===== config.mk =====
export PLATFORM = sky130hd
export DESIGN_NAME = txpat_gen
export DESIGN_NICKNAME = d
export VERILOG_FILES = /design/src/rtl/txpat_pkg.sv /design/src/rtl/txpat_ring.sv /design/src/rtl/txpat_prbs.sv /design/src/rtl/txpat_lane.sv /design/src/rtl/txpat_gen.sv
export SDC_FILE = /design/constraint.sdc
export NUM_CORES = 2
export LEC_CHECK = 0
export BUFFER_PORTS_ARGS = -buffer_cell sky130_fd_sc_hd__buf_2
export CORE_MARGIN = 3
export CORE_UTILIZATION = 50
export DETAILED_ROUTE_END_ITERATION = 16
export HOLD_SLACK_MARGIN = 0.1
export MAX_ROUTING_LAYER = met4
export PLACE_DENSITY = 0.69
export RECOVER_POWER = 50
export SLEW_MARGIN = 20
export SYNTH_ARGS = -nofsm -noshare
export SYNTH_HDL_FRONTEND = slang
export SYNTH_SLANG_ARGS = --single-unit
export TNS_END_PERCENT = 30

===== constraint.sdc =====
create_clock -name clk -period 3.9 [get_ports clk]
set_clock_uncertainty 0.15 [all_clocks]
set_input_delay 0.975 -clock clk [delete_from_list [all_inputs] [get_ports clk]]
set_output_delay 0.975 -clock clk [all_outputs]
set_load 0.03 [all_outputs]

===== src/rtl/txpat_pkg.sv =====
package txpat_pkg;
  localparam int SEL_W  = 5;
  localparam int N_RING = 7;
  localparam int N_PRBS = 9;

  localparam logic [SEL_W-1:0] SEL_ZERO  = '0;
  localparam logic [SEL_W-1:0] SEL_RING0 = SEL_W'(1);
  localparam logic [SEL_W-1:0] SEL_PRBS0 = SEL_W'(1 + N_RING);
  localparam logic [SEL_W-1:0] SEL_LAST  = SEL_W'(N_RING + N_PRBS);

  // square wave: first half of the period ones, MSB transmitted first
  function automatic logic [63:0] half_ones(input int n);
    logic [63:0] v;
    v = '0;
    for (int i = 0; i < n / 2; i++) v[n-1-i] = 1'b1;
    return v;
  endfunction

  function automatic int ring_period(input int k);
    case (k)
      0: return 10;
      1: return 20;
      2: return 10;
      3: return 16;
      4: return 20;
      5: return 40;
      default: return 50;
    endcase
  endfunction

  function automatic logic [63:0] ring_bits(input int k);
    case (k)
      0: return 64'b1010101010;
      1: return 64'b0011111010_1100000101;
      2: return 64'b0011111000;
      default: return half_ones(ring_period(k));
    endcase
  endfunction

  function automatic int prbs_order(input int k);
    case (k)
      0: return 5;
      1: return 7;
      2: return 9;
      3: return 11;
      4: return 13;
      5: return 15;
      6: return 21;
      7: return 23;
      default: return 31;
    endcase
  endfunction

  // tap exponent e sets mask bit e-1
  function automatic logic [31:0] prbs_mask(input int k);
    case (k)
      0: return 32'h0000_0014;
      1: return 32'h0000_0060;
      2: return 32'h0000_0110;
      3: return 32'h0000_0500;
      4: return 32'h0000_1803;
      5: return 32'h0000_6000;
      6: return 32'h0014_0000;
      7: return 32'h0042_0000;
      default: return 32'h4800_0000;
    endcase
  endfunction
endpackage


===== src/rtl/txpat_ring.sv =====
module txpat_ring #(
  parameter int          W    = 32,
  parameter int          P    = 10,
  parameter logic [63:0] BITS = 64'b1010101010
) (
  input  logic         clk,
  input  logic         rst,
  input  logic         load,
  input  logic         adv,
  output logic [W-1:0] word_o
);
  localparam int ROT = W % P;

  logic [P-1:0] ring_q;
  logic [P-1:0] ring_rot;

  // ring_q[P-1] is the next bit to leave
  generate
    if (ROT == 0) begin : g_norot
      assign ring_rot = ring_q;
    end else begin : g_rot
      assign ring_rot = {ring_q[P-1-ROT:0], ring_q[P-1:P-ROT]};
    end
    for (genvar i = 0; i < W; i++) begin : g_bit
      assign word_o[W-1-i] = ring_q[P-1-(i % P)];
    end
  endgenerate

  always_ff @(posedge clk) begin
    if (load)     ring_q <= BITS[P-1:0];
    else if (adv) ring_q <= ring_rot;
  end

  assert_ring_freeze_R8: assert property (@(posedge clk) disable iff (rst)
    (!load && !adv) |=> $stable(ring_q));
endmodule


===== src/rtl/txpat_prbs.sv =====
module txpat_prbs #(
  parameter int          W     = 32,
  parameter int          ORDER = 7,
  parameter logic [31:0] MASK  = 32'h0000_0060
) (
  input  logic         clk,
  input  logic         rst,
  input  logic         load,
  input  logic         adv,
  output logic [W-1:0] word_o
);
  localparam logic [ORDER-1:0] SEED = '1;
  localparam logic [ORDER-1:0] TAPS = MASK[ORDER-1:0];

  logic [ORDER-1:0] state_q;
  logic [ORDER-1:0] state_n;

  // W serial steps unrolled; the earliest bit lands in word_o[W-1]
  always_comb begin
    logic [ORDER-1:0] s;
    logic             fb;
    s = state_q;
    word_o = '0;
    for (int i = 0; i < W; i++) begin
      fb = ^(s & TAPS);
      word_o[W-1-i] = fb;
      s = {s[ORDER-2:0], fb};
    end
    state_n = s;
  end

  always_ff @(posedge clk) begin
    if (load)     state_q <= SEED;
    else if (adv) state_q <= state_n;
  end

  assert_lfsr_nonzero_R7: assert property (@(posedge clk) disable iff (rst)
    state_q != '0);
  assert_lfsr_freeze_R8: assert property (@(posedge clk) disable iff (rst)
    (!load && !adv) |=> $stable(state_q));
endmodule


===== src/rtl/txpat_lane.sv =====
module txpat_lane
  import txpat_pkg::*;
#(
  parameter int W = 32
) (
  input  logic             clk,
  input  logic             rst,
  input  logic             en,
  input  logic [SEL_W-1:0] sel,
  output logic [W-1:0]     word_o
);
  logic [SEL_W-1:0] sel_q;
  logic             chg;
  logic             load;
  logic [W-1:0]     ring_w [N_RING];
  logic [W-1:0]     prbs_w [N_PRBS];
  logic [W-1:0]     pick;
  logic [W-1:0]     word_q;

  assign chg  = (sel != sel_q);
  assign load = rst | chg;

  generate
    for (genvar k = 0; k < N_RING; k++) begin : g_ring
      localparam logic [SEL_W-1:0] CODE = SEL_RING0 + SEL_W'(k);
      txpat_ring #(
        .W   (W),
        .P   (ring_period(k)),
        .BITS(ring_bits(k))
      ) u_ring (
        .clk   (clk),
        .rst   (rst),
        .load  (load),
        .adv   (en && !chg && (sel_q == CODE)),
        .word_o(ring_w[k])
      );
    end
    for (genvar k = 0; k < N_PRBS; k++) begin : g_prbs
      localparam logic [SEL_W-1:0] CODE = SEL_PRBS0 + SEL_W'(k);
      txpat_prbs #(
        .W    (W),
        .ORDER(prbs_order(k)),
        .MASK (prbs_mask(k))
      ) u_prbs (
        .clk   (clk),
        .rst   (rst),
        .load  (load),
        .adv   (en && !chg && (sel_q == CODE)),
        .word_o(prbs_w[k])
      );
    end
  endgenerate

  always_comb begin
    pick = '0;
    for (int k = 0; k < N_RING; k++)
      if (sel_q == SEL_RING0 + SEL_W'(k)) pick = ring_w[k];
    for (int k = 0; k < N_PRBS; k++)
      if (sel_q == SEL_PRBS0 + SEL_W'(k)) pick = prbs_w[k];
  end

  always_ff @(posedge clk) begin
    if (rst) begin
      sel_q  <= SEL_ZERO;
      word_q <= '0;
    end else begin
      sel_q <= sel;
      if (!chg && en) word_q <= pick;
    end
  end

  assign word_o = word_q;

  assert_reload_hold_R9: assert property (@(posedge clk) disable iff (rst)
    chg |=> $stable(word_q));
  assert_lane_freeze_R8: assert property (@(posedge clk) disable iff (rst)
    (!en && !chg) |=> $stable(word_q));
  assert_zero_codes_R2: assert property (@(posedge clk) disable iff (rst)
    (en && !chg && (sel_q == SEL_ZERO || sel_q > SEL_LAST)) |=> (word_q == '0));
endmodule


===== src/rtl/txpat_gen.sv =====
module txpat_gen
  import txpat_pkg::*;
#(
  parameter int LANES = 2,
  parameter int W     = 32
) (
  input  logic                   clk,
  input  logic                   rst,
  input  logic [LANES-1:0]       en,
  input  logic [LANES*SEL_W-1:0] sel,
  output logic [LANES*W-1:0]     tx_data
);
  generate
    for (genvar g = 0; g < LANES; g++) begin : g_lane
      txpat_lane #(
        .W(W)
      ) u_lane (
        .clk   (clk),
        .rst   (rst),
        .en    (en[g]),
        .sel   (sel[g*SEL_W +: SEL_W]),
        .word_o(tx_data[g*W +: W])
      );
    end
  endgenerate
endmodule


# Yosys cells after proc, flatten, opt, wreduce, memory -nomap -nowiden
# Cells that the tools add are included.
totals:
  word_cells: 712
  out_inout_bits: 64
  reg_bits: 644
op_classes:
  n_mux: 32
  eq_ne: 34
  reduce_logical: 610
  bitwise: 2
ops:
  columns: ["operator", "n"]
  rows:
  - ["$reduce_xor A31 Y1", 64]
  - ["$reduce_xor A23 Y1", 64]
  - ["$reduce_xor A21 Y1", 64]
  - ["$mux W32", 32]
  - ["$reduce_xor A15 Y1", 64]
  - ["$reduce_xor A13 Y1", 64]
  - ["$reduce_xor A11 Y1", 64]
  - ["$reduce_xor A9 Y1", 64]
  - ["$reduce_xor A7 Y1", 64]
  - ["$reduce_xor A5 Y1", 64]
  - ["$eq A5 B4 Y1 const B", 16]
  - ["$eq A5 B3 Y1 const B", 8]
  - ["$logic_and A1 B1 Y1", 32]
  - ["$eq A5 B2 Y1 const B", 4]
  - ["$eq A5 B1 Y1 const B", 2]
  - ["$eq A5 B5 Y1 const B", 2]
  - ["$ne A5 B5 Y1", 2]
  - ["$logic_not A1 Y1", 2]
  - ["$or A1 B1 Y1", 2]

# Depth between registers and ports, before layout
logic_depth:
  ltp_word: 37
  depth_mapped: 13
  mapped_depth_nobuf: 9

# Hierarchy
# From an unflattened synthesis, not the netlist that was laid out.
hier_totals:
  hier_cells: 4876
  hier_area_um2: 43701.9
by_module_without_submodules:
  columns: ["module", "area_each_um2", "cells_per_inst", "instances"]
  rows:
  - ["txpat_lane", 5901.9, 889, 2]
  - ["txpat_ring at g_lane[0].u_lane.g_ring[6].u_ring ...", 2074.5, 196, 2]
  - ["txpat_ring at g_lane[0].u_lane.g_ring[5].u_ring ...", 1710.4, 162, 2]
  - ["txpat_ring at g_lane[0].u_lane.g_ring[1].u_ring ...", 825.8, 77, 4]
  - ["txpat_prbs at g_lane[0].u_lane.g_prbs[4].u_prbs ...", 1574.0, 148, 2]
  - ["txpat_prbs at g_lane[0].u_lane.g_prbs[8].u_prbs ...", 1453.9, 134, 2]
  - ["txpat_prbs at g_lane[0].u_lane.g_prbs[7].u_prbs ...", 1204.9, 109, 2]
  - ["txpat_prbs at g_lane[0].u_lane.g_prbs[6].u_prbs ...", 1112.3, 109, 2]
  - ["txpat_prbs at g_lane[0].u_lane.g_prbs[5].u_prbs ...", 927.1, 100, 2]
  - ["txpat_prbs at g_lane[0].u_lane.g_prbs[2].u_prbs ...", 909.6, 89, 2]
  - ["txpat_prbs at g_lane[0].u_lane.g_prbs[3].u_prbs ...", 840.8, 83, 2]
  - ["txpat_prbs at g_lane[0].u_lane.g_prbs[1].u_prbs ...", 658.1, 64, 2]
  - ["txpat_ring at g_lane[0].u_lane.g_ring[2].u_ring ...", 529.3, 54, 2]
  - ["txpat_ring at g_lane[0].u_lane.g_ring[0].u_ring ...", 528.0, 54, 2]
  - ["+2 rows", null, null, null]

# Worst setup path after synthesis
# OpenSTA, ideal clock, no wires.
synth_path:
  kind: "input to register"
  from: "input sel[6]"
  to: "register g_lane[1].u_lane.g_ring[2].u_ring.ring_q[3]"
  n_path_buf: 2
  required_time_ns: 3.621
  arrival_ns: 2.818
  slack_ns: 0.802
  stages: 9
  setup_time_ns: 0.129
  cell_sequence: "xnor2_1 > nand3_1 > nor3_1 > nand2_1 > clkbuf_1 > buf_1 > nor2_2 > mux2i_1 > nand2_1"
synth_between:
  elab_chain_cells: 4
synth_rtl:
  columns: ["element", "line_no", "text"]
  rows:
  - ["start, declared", "txpat_gen.sv:10", "input logic [LANES*SEL_W-1:0] sel,"]
  - ["$ne A5 B5 Y1 (*)", "txpat_lane.sv:20", "assign chg = (sel != sel_q);"]
  - ["$logic_not A1 Y1", "txpat_lane.sv:34", ".adv (en && !chg && (sel_q == CODE)),"]
  - ["$logic_and A1 B1 Y1 (2 in a row)", "txpat_lane.sv:34", null]
  - ["end signal, assigned", "txpat_ring.sv:30", "if (load) ring_q <= BITS[P-1:0];"]
  - ["end signal, assigned", "txpat_ring.sv:31", "else if (adv) ring_q <= ring_rot;"]
  - ["end, declared", "txpat_ring.sv:14", "logic [P-1:0] ring_q;"]
# Mark *: on every way between the ends. The rest lies on a longest branch, timed or not.
# A chain may end at the register's enable or synchronous reset.

# Worst setup path in the final report
layout_path:
  from: "register g_lane[1].u_lane.sel_q[1]"
  to: "register g_lane[1].u_lane.word_q[15]"
layout_between:
  elab_chain_cells: 17
layout_rtl:
  columns: ["element", "line_no", "text"]
  rows:
  - ["start, declared", "txpat_lane.sv:12", "logic [SEL_W-1:0] sel_q;"]
  - ["start signal, assigned", "txpat_lane.sv:67", "sel_q <= sel;"]
  - ["$eq A5 B1 Y1", "txpat_lane.sv:57", "if (sel_q == SEL_RING0 + SEL_W'(k)) pick = ring_w[k];"]
  - ["$mux W32 (7 in a row)", "txpat_lane.sv:57", null]
  - ["$mux W32 (9 in a row)", "txpat_lane.sv:59", "if (sel_q == SEL_PRBS0 + SEL_W'(k)) pick = prbs_w[k];"]
  - ["end signal, assigned", "txpat_lane.sv:68", "if (!chg && en) word_q <= pick;"]
  - ["end, declared", "txpat_lane.sv:18", "logic [W-1:0] word_q;"]
# Several ways; a longest one is shown, not always the timed one.

==> metrics.yaml <==
pwr:
  vdd_ir_drop_max_v: 0.000326
  leakage_uw: 0.0145
  p_per_area_nw_per_um2: 374
flow_run:
  cap_violations: 1
floorplanning:
  design.core.area_um2: 69100
  start_util: 0.509
  dieArea_um2: 73500
  die_w_um: 271
  die_y_um: 271
  row_count: 96
  ios: 78
logic_synthesis:
  synth-async-reset-ratio: 0
  ys_warn_count: 0
  yosys.cell_types.count: 78
  syn-num-nets: 4484
  synthFlopType: "dfxtp_1"
  synth_edf_count: 0
  synthTopCellsByArea: "dfxtp_1 37%, xnor2_1 12%, nand2_1 9.9%"
  ys_ff_latch: 644
  syn_area_per_cell_um2: 7.86
  syn-cell-area_um2: 35200
  synth.top_cell.area_share: 0.367
  yosys.area.top_type: "dfxtp_1"
  ys_seq_area_frac: 0.367
  netlist_instances: 4470
worst_setup_path:
  slowest_delay_ns: 0.58
  crit_arrival_ns: 4.19
  crit_required_ns: 4.27
  crit_type: "flop to flop"
  cp_max_fo: 13
  crit_family: "compound AO/OA/AOI/OAI gates"
  worstPathCellList: "buf_4 > nand2b_1 > nor3_1 > buf_4 > a222oi_1 > o21ai_0 > a2111oi_0 > buf_4 > o21a_1 > o221ai_1 > a32o_1"
  crit_slowest_cell: "a222oi_1"
  cp-end-kind: "flop"
  startpoint_type: "flop"
  path_buf_inv: 3
  crit_top_cell: "buf_4"
global_routing:
  grt_pass1_vias: 30500
  grt_use_total: 0.347
  gr-total-overflow: 0
  grt_max_degree: 122
  grt_pass1_wl_um: 193000
  antenna_found_initial: 2
sta:
  rsz0062_at_grt: "false"
  tightest_slew_ns: 1.97
  hold_violations: 0
  setup_violations: 0
  post-route-min-period_ns: 3.82
  max_freq_mhz: 262
  drv_slew: 28
  finalSetupTns_ns: 0
  max-slew-margin-rel: -0.312
  period_share: 0.980
detailed_routing:
  vias: 32900
  route.met2.wl_um: 55800
  wl_per_cell_um: 23.9
  routed.top_layer: "met4"
  drt-pass1-iter-count: 7
  ant_nets: 0
  viasPerCell: 6.13
  drtIter0Drc: 4475
  wl_met3_um: 11600
  routed_wirelength_um: 128000
  drc: 0
  m1WireLength_um: 55700
cells_and_area:
  drive_above_1_share: 0.0845
  final_nets: 4396
  area_delta_synth_final_pct: 10.9
  layout_common_cells: "922 x nand2_1, 643 x dfxtp_1, 466 x xnor2_1, 321 x a21oi_1"
  final_area_um2: 39000
  final_common_cell: "nand2_1"
  nFillCells: 6530
hold_path:
  worstHoldPathType: "flop to flop"
clocking:
  cts_buffers: 72
  insertion_delay_ns: 0.63
  cts_tree: "done"
  cts_sinks: 644
  post-cts-setup-buffers: 0
  clk_pin_slew_ns: 0.06
  cts_root_buf: "clkbuf_16"
  clock_path_buffers: 3
  h-tree-depth: 3
placed_design:
  gp_congestion: 1.03
  post-dp-hpwl_um: 95400
  placed_area_um2: 36700
  port_buffers: 77
status:
  failed_checks: "capacitance limit, slew limit"
  status: "finished with violations"
-- kinds of logic (layout without fill, tap and decap cells) --
kind of cell	count (synthesis)	count (layout)	share of synthesized area
compound gates	1128	1128	0.211
flops	644	644	0.367
mux	32	32	0.00929
xor+xnor	713	713	0.185
simple gates	1521	1521	0.181
other cells	0	2	0
buf+inv	432	399	0.0468
-- layout make-up --
type	instances	area (um2)	share of cell area
multi-input combinational	3394	20700	0.531
clock inverter	28	367	0.00940
antenna	2	5.00	0.000128
timing repair buffer	259	1730	0.0444
sequential	644	12900	0.331
inverter	11	41.3	0.00106
clock buffer	101	2080	0.0535
tap	931	1160	0.0299
-- worst min-delay path, stage by stage (launching register included) --
cell     delay, ns
dfxtp_1       0.31
nand2_1       0.05
a21oi_1       0.05
-- where the power goes --
group / total (uW) / internal (uW) / switching (uW)
clock: 7100 / 4170 / 2940
combinational: 845 / 256 / 588
sequential: 6620 / 6590 / 29.4
total: 14600 / 11000 / 3550
-- worst paths after layout --
kind                                                      from                                            to  slack, ns  cells past startpoint
setup / recovery                     g_lane[1].u_lane.sel_q[1]                   g_lane[1].u_lane.word_o[15]       0.08                     11
hold / removal    g_lane[0].u_lane.g_ring[5].u_ring.ring_q[24]  g_lane[0].u_lane.g_ring[5].u_ring.ring_q[16]       0.30                      2
setup reg to reg                     g_lane[1].u_lane.sel_q[1]                   g_lane[1].u_lane.word_o[15]       0.08                     11
hold reg to reg   g_lane[0].u_lane.g_ring[5].u_ring.ring_q[24]  g_lane[0].u_lane.g_ring[5].u_ring.ring_q[16]       0.30                      2
-- layer usage --
metal | up-vias | GRT usage
met5 | - | -
met2 | 1587 | 0.508
met3 | 289 | 0.0645
li1 | 15300 | -
met4 | 0 | 0.128
met1 | 15700 | 0.478
-- through the flow --
step	hold slack, ns	power, uW	setup slack, ns	util	std cells
final	0.301	14600	0.0785	0.564	5370
after global routing	0.318	14900	0.0229	0.564	5370
after CTS	0.304	14600	0.174	0.567	5368
after detailed placement	0.296	7570	0.230	0.532	5239
after global placement	0.287	7580	0.335	0.532	5239
after floorplan	0.282	7190	0.802	-	4470
-- sequential cells by signal, summed over array words and instances (netlist names) --
register / cells
g_lane.u_lane.g_prbs.u_prbs.state_q: 270
g_lane.u_lane.g_ring.u_ring.ring_q: 300
g_lane.u_lane.sel_q: 10
g_lane.u_lane.word_o: 64
-- synth_stat cells, types with 9 or more instances --
library cell and n:
nand2_1 924, dfxtp_1 644, xnor2_1 466, clkbuf_1 350
a21oi_1 321, nor2_1 231, xor2_1 228, o21ai_0 219
o211ai_1 205, nand3_1 193, o22ai_1 68, buf_1 59
nor3_1 59, o221ai_1 52, a221oi_1 45, a211oi_1 33
o221a_2 30, a22oi_1 28, mux2i_1 27, nand2b_1 23
nor2b_1 21, a221o_1 17, nor4_1 14, a2111oi_0 13
a31oi_1 13, inv_1 11, a22o_1 10, buf_2 10
or3_1 10, o2111ai_1 9
-- repair_timing --
| action | CTS | global route |
|---|---|---|
| endpoints found under the hold margin | 0 | 0 |
| resized for setup | 0 | 1 |
| hold buffers | 0 | 0 |
| endpoints found under the setup margin | 0 | 1 |
Note: power is estimated with default switching activity, not from simulation.
